==> src/rtl/sar_pkg.sv <==
package sar_pkg;

    localparam int BUS_W = 8;

    typedef enum logic [1:0] {
        ST_IDLE  = 2'd0,
        ST_AZ    = 2'd1,
        ST_TRIAL = 2'd2
    } sar_state_e;

    // One-hot mask for the bit under trial
    function automatic logic [15:0] bit_mask(input logic [3:0] idx);
        return 16'd1 << idx;
    endfunction

endpackage

==> src/rtl/sar_seq.sv <==
module sar_seq
    import sar_pkg::*;
#(
    parameter int RES_BITS  = 12,
    parameter int AZ_CYCLES = 2
) (
    input  logic                        clk,
    input  logic                        rst,
    input  logic                        cs_n,
    input  logic                        wr_n,
    output sar_state_e                  state_o,
    output logic [$clog2(RES_BITS)-1:0] bit_idx_o,
    output logic                        finish_o
);
    localparam int IDX_W = $clog2(RES_BITS);
    localparam int AZ_W  = $clog2(AZ_CYCLES + 1);

    sar_state_e       state;
    logic [IDX_W-1:0] idx;
    logic [AZ_W-1:0]  az_cnt;
    logic             strobe, strobe_q;

    assign strobe = ~cs_n & ~wr_n;

    always_ff @(posedge clk) begin
        if (rst) begin
            state    <= ST_IDLE;
            idx      <= '0;
            az_cnt   <= '0;
            strobe_q <= 1'b0;
        end else begin
            strobe_q <= strobe;
            unique case (state)
                ST_IDLE: begin
                    if (strobe && !strobe_q) begin
                        state  <= ST_AZ;
                        az_cnt <= '0;
                    end
                end
                ST_AZ: begin
                    if (az_cnt == AZ_W'(AZ_CYCLES - 1)) begin
                        state <= ST_TRIAL;
                        idx   <= IDX_W'(RES_BITS - 1);
                    end else begin
                        az_cnt <= az_cnt + 1'b1;
                    end
                end
                ST_TRIAL: begin
                    if (idx == '0) state <= ST_IDLE;
                    else           idx   <= idx - 1'b1;
                end
                default: state <= ST_IDLE;
            endcase
        end
    end

    assign state_o   = state;
    assign bit_idx_o = idx;
    assign finish_o  = (state == ST_TRIAL) && (idx == '0);

endmodule

==> src/rtl/sar_search.sv <==
module sar_search
    import sar_pkg::*;
#(
    parameter int RES_BITS = 12
) (
    input  logic                        clk,
    input  logic                        rst,
    input  sar_state_e                  state,
    input  logic [$clog2(RES_BITS)-1:0] bit_idx,
    input  logic                        finish,
    input  logic                        cmp_in,
    output logic [RES_BITS-1:0]         dac_code,
    output logic [RES_BITS-1:0]         result
);
    logic [RES_BITS-1:0] work, mask, next_work;

    assign mask      = RES_BITS'(bit_mask(4'(bit_idx)));
    assign next_work = cmp_in ? (work | mask) : work;

    always_ff @(posedge clk) begin
        if (rst) begin
            work   <= '0;
            result <= '0;
        end else begin
            if (state == ST_AZ)    work <= '0;
            if (state == ST_TRIAL) work <= next_work;
            if (finish)            result <= next_work;
        end
    end

    assign dac_code = (state == ST_TRIAL) ? (work | mask) : '0;

endmodule

==> src/rtl/sar_rdmux.sv <==
module sar_rdmux
    import sar_pkg::*;
#(
    parameter int RES_BITS = 12
) (
    input  logic                cs_n,
    input  logic                rd_n,
    input  logic                byte_sel,
    input  logic                busy_flag,
    input  logic [RES_BITS-1:0] result,
    output logic [BUS_W-1:0]    bus_q,
    output logic                bus_en
);
    localparam int HI_W  = RES_BITS - BUS_W;
    localparam int PAD_W = BUS_W - 1 - HI_W;

    logic [BUS_W-1:0] lo_byte, hi_byte;

    assign lo_byte = result[BUS_W-1:0];
    assign hi_byte = {busy_flag, {PAD_W{1'b0}}, result[RES_BITS-1:BUS_W]};
    assign bus_q   = byte_sel ? hi_byte : lo_byte;
    assign bus_en  = ~cs_n & ~rd_n;

endmodule

==> src/rtl/sar_adc_ctrl.sv <==
module sar_adc_ctrl
    import sar_pkg::*;
#(
    parameter int RES_BITS  = 12,
    parameter int AZ_CYCLES = 2
) (
    input  logic                clk,
    input  logic                rst,
    input  logic                cs_n,
    input  logic                wr_n,
    input  logic                rd_n,
    input  logic                byte_sel,
    input  logic                cmp_in,
    output logic [RES_BITS-1:0] dac_code,
    output logic                az_en,
    output logic                busy_n,
    output logic [7:0]          bus_q,
    output logic                bus_en
);
    localparam int IDX_W = $clog2(RES_BITS);

    sar_state_e          state;
    logic [IDX_W-1:0]    bit_idx;
    logic                finish;
    logic [RES_BITS-1:0] result;
    logic                busy;

    sar_seq #(.RES_BITS(RES_BITS), .AZ_CYCLES(AZ_CYCLES)) u_seq (
        .clk(clk), .rst(rst), .cs_n(cs_n), .wr_n(wr_n),
        .state_o(state), .bit_idx_o(bit_idx), .finish_o(finish)
    );

    sar_search #(.RES_BITS(RES_BITS)) u_search (
        .clk(clk), .rst(rst), .state(state), .bit_idx(bit_idx),
        .finish(finish), .cmp_in(cmp_in),
        .dac_code(dac_code), .result(result)
    );

    assign busy   = (state != ST_IDLE);
    assign busy_n = ~busy;
    assign az_en  = (state == ST_AZ);

    sar_rdmux #(.RES_BITS(RES_BITS)) u_rdmux (
        .cs_n(cs_n), .rd_n(rd_n), .byte_sel(byte_sel),
        .busy_flag(busy), .result(result),
        .bus_q(bus_q), .bus_en(bus_en)
    );

endmodule

==> config.mk <==
export PLATFORM = sky130hd
export DESIGN_NAME = sar_adc_ctrl
export DESIGN_NICKNAME = d
export VERILOG_FILES = /design/src/rtl/sar_pkg.sv /design/src/rtl/sar_seq.sv /design/src/rtl/sar_search.sv /design/src/rtl/sar_rdmux.sv /design/src/rtl/sar_adc_ctrl.sv
export SDC_FILE = /design/constraint.sdc
export NUM_CORES = 1
export LEC_CHECK = 0
export BUFFER_PORTS_ARGS = -buffer_cell sky130_fd_sc_hd__buf_2
export CAP_MARGIN = 30
export CORE_MARGIN = 1.5
export CORE_UTILIZATION = 40
export DETAILED_ROUTE_END_ITERATION = 16
export PLACE_DENSITY_LB_ADDON = 0.1
export SYNTH_ARGS = -nofsm -noshare
export SYNTH_HDL_FRONTEND = slang
export SYNTH_SLANG_ARGS = --single-unit
==> constraint.sdc <==
create_clock -name clk -period 2.3 [get_ports clk]
set_clock_uncertainty 0.1 [all_clocks]
set_input_delay 0.23 -clock clk [delete_from_list [all_inputs] [get_ports clk]]
set_output_delay 0.23 -clock clk [all_outputs]
set_load 0.02 [all_outputs]
==> flow_summary.yaml <==
worst_setup_path:
  startpoint_type: "register"
  path_cells: "nor2b_1, a21oi_1, nor2_1, buf_2"
  path_delay_family: "simple AND/OR/NAND/NOR gates"
  path_buf_inv: 1
  critPathMaxStageDelay_ps: 510
  arrival_ps: 1700
  required_ps: 1970
  critPathKind: "register to primary output"
  reg2reg_depth: 6
  cp.depth: 4
  cp_max_fo: 8
  critPathCaptureType: "primary output"
  cpMaxStageDelayCell: "nor2b_1"
timing:
  worst_slew_pin_slew_ps: 562
  min_period_ps: 2030
  period_share_pct: 88.1
  finalSetupViolCount: 0
  finalSetupTns_ps: 0
  finalHoldViolCount: 0
  relSlewSlack_pct: 62.5
  rsz0062_at_grt: "no"
  fmax_mhz: 494
  slew_viol_final: 0
pwr:
  pwr-share-clk_pct: 25.8
  pwr-share-comb_pct: 33.9
  power.share.switching_pct: 36.7
  pwr_density_cell_nw_per_um2: 867
  power_leakage_nw: 0.803
  p_sw_uw: 600
  p_int_mw: 1.04
  p_seq_share_pct: 40.3
  ir_drop_v: 0.000405
  fin_total_pwr_mw: 1.64
clock_tree:
  cts_tree: "done"
  htree_levels: 2
  postCtsHoldBufs: 0
  clock_path_buffers: 2
  cts_setup_buffers: 0
  clk_pin_slew_ps: 70
  numCtsBuffers: 5
  post_cts_resized: 0
  insertion_delay_ps: 280
  cts.sinks: 33
  cts-root-buf: "clkbuf_8"
placed_design:
  numPortBuffers: 29
  placedCellCount: 266
  hpwl_um: 2590
  place_congestion: 0.777
drt:
  detail_route.wl_per_cell_um: 13.4
  viasPerCell: 5.23
  dr.pass1.iters: 4
  wl_um: 3660
  drcViolationCount: 0
  drtIter0Drc: 85
  vias: 1434
  final_antenna_net_count: 0
layout:
  most-common-layout-cells: "nor2_1 (50), dfxtp_1 (33), buf_2 (29)"
  mostFrequentLayoutCell: "nor2_1"
  diodes: 0
  drive_gt1_share_pct: 22.8
  area_growth_pct: 15.7
  instances_no_fill: 274
  final_nets: 239
  n_fill_cell: 404
synthesis:
  syn_area_sq_um: 1630
  synth.largest_area_cell: "dfxtp_1"
  synth_seq_cells: 33
  synth-edff-count: 0
  syn_area_per_cell_sq_um: 8.32
  yosys_warnings: 0
  synth_cells: 196
  ys.flop_type: "dfxtp_1"
  synth.net_count: 212
  synth_area_leaders: "dfxtp_1 (41%), nor2_1 (12%), a21oi_1 (7.1%)"
  async_flop_share_pct: 0
  ys_seq_area_share_pct: 40.5
  synth.top_cell.area_share_pct: 40.5
  synth_cell_types: 37
global_routing:
  grt_max_degree: 25
  grt_use_total_pct: 18.0
  grt_pass1_vias: 1285
  grt_pass1_wl_um: 6030
  grt-ovfl-total: 0
  antenna_found_initial: 0
die:
  io_pins: 30
  start_util_pct: 41.1
  die_area_sq_um: 4470
  die_height_um: 66.8
  placeableCoreArea_sq_um: 3970
  dieWidth_um: 66.8
  rows: 23
hold_path:
  hold_class: "primary input to register"
  hold_depth: 2
outcome:
  outcome: "completed"
run:
  max-cap-violations: 0
state kept, by name (all words and copies together) (netlist names):
| signal | cells |
|---|---|
| u_search.result | 12 |
| u_seq.state_o | 2 |
| u_seq.az_cnt | 2 |
| u_seq.bit_idx_o | 4 |
| u_seq.strobe_q | 1 |
| u_search.work | 12 |
final cells by class:
class | count | area [sq um] | area share (%)
Clock buffer | 6 | 72.6 | 3.85
Clock inverter | 2 | 10.0 | 0.531
Inverter | 8 | 30.0 | 1.59
Multi-Input combinational cell | 144 | 890 | 47.2
Sequential cell | 33 | 661 | 35.0
Tap cell | 50 | 62.6 | 3.32
Timing Repair Buffer | 31 | 160 | 8.49
synth_stat cells (all sizes together), types with 2 or more instances:
library cell / n
a311oi: 3
a211oi: 6
clkbuf: 8
nor3: 15
buf: 3
mux2: 4
and3: 5
dfxtp: 33
mux2i: 3
nor2: 51
a21oi: 24
inv: 8
ha: 9
nor2b: 6
nand2: 2
power by group through the flow:
| stage | registers, mW | clock network (mW) | logic, mW |
|---|---|---|---|
| 4_1_cts | 0.658 | 0.431 | 0.549 |
| 6_report | 0.659 | 0.422 | 0.555 |
| 2_1_floorplan | 0.658 | 0 | 0.438 |
| 3_3_place_gp | 0.665 | 0 | 0.545 |
| 3_5_place_dp | 0.671 | 0 | 0.546 |
| 5_1_grt | 0.665 | 0.459 | 0.612 |
metrics by stage:
step	setup slack, ps	util, %	hold WS, ps	instance area (sq um)
floorplan	569	-	207	1630
global placement	431	45.4	309	1800
detailed placement	318	45.4	316	1800
CTS	295	47.5	11.9	1890
global route	70.3	47.5	10.8	1890
finish	275	47.5	13.4	1890
kinds of logic (layout without fill, tap and decap cells):
kind of cell | count (synthesis) | count (layout) | synth area share, %
AND/OR/NAND/NOR | 87 | 87 | 26.6
AO/OA/AOI/OAI | 41 | 41 | 16.4
flip-flops | 33 | 33 | 40.5
buffers and inverters | 19 | 47 | 4.91
adder cells (fa/ha/maj) | 9 | 9 | 6.91
multiplexers | 7 | 7 | 4.60
per-layer routing:
layer  global-route usage, %  vias up  part of all wire (%)
met5                       0        -                     0
met4                    6.12        0                   1.5
met3                    4.05       11                   4.6
met2                    27.4       47                    43
met1                    24.9      647                    51
li1                        -      729                     -
final timing paths:
check	startpoint	end	slack [ps]
max	u_seq.bit_idx_o[3]	dac_code[8]	270
min reg2reg	u_search.result[7]	u_search.result[7]	380
min	wr_n	u_seq.strobe_q	10
max reg2reg	u_seq.bit_idx_o[0]	u_search.result[0]	310
Power figures use the tool's default switching activity.
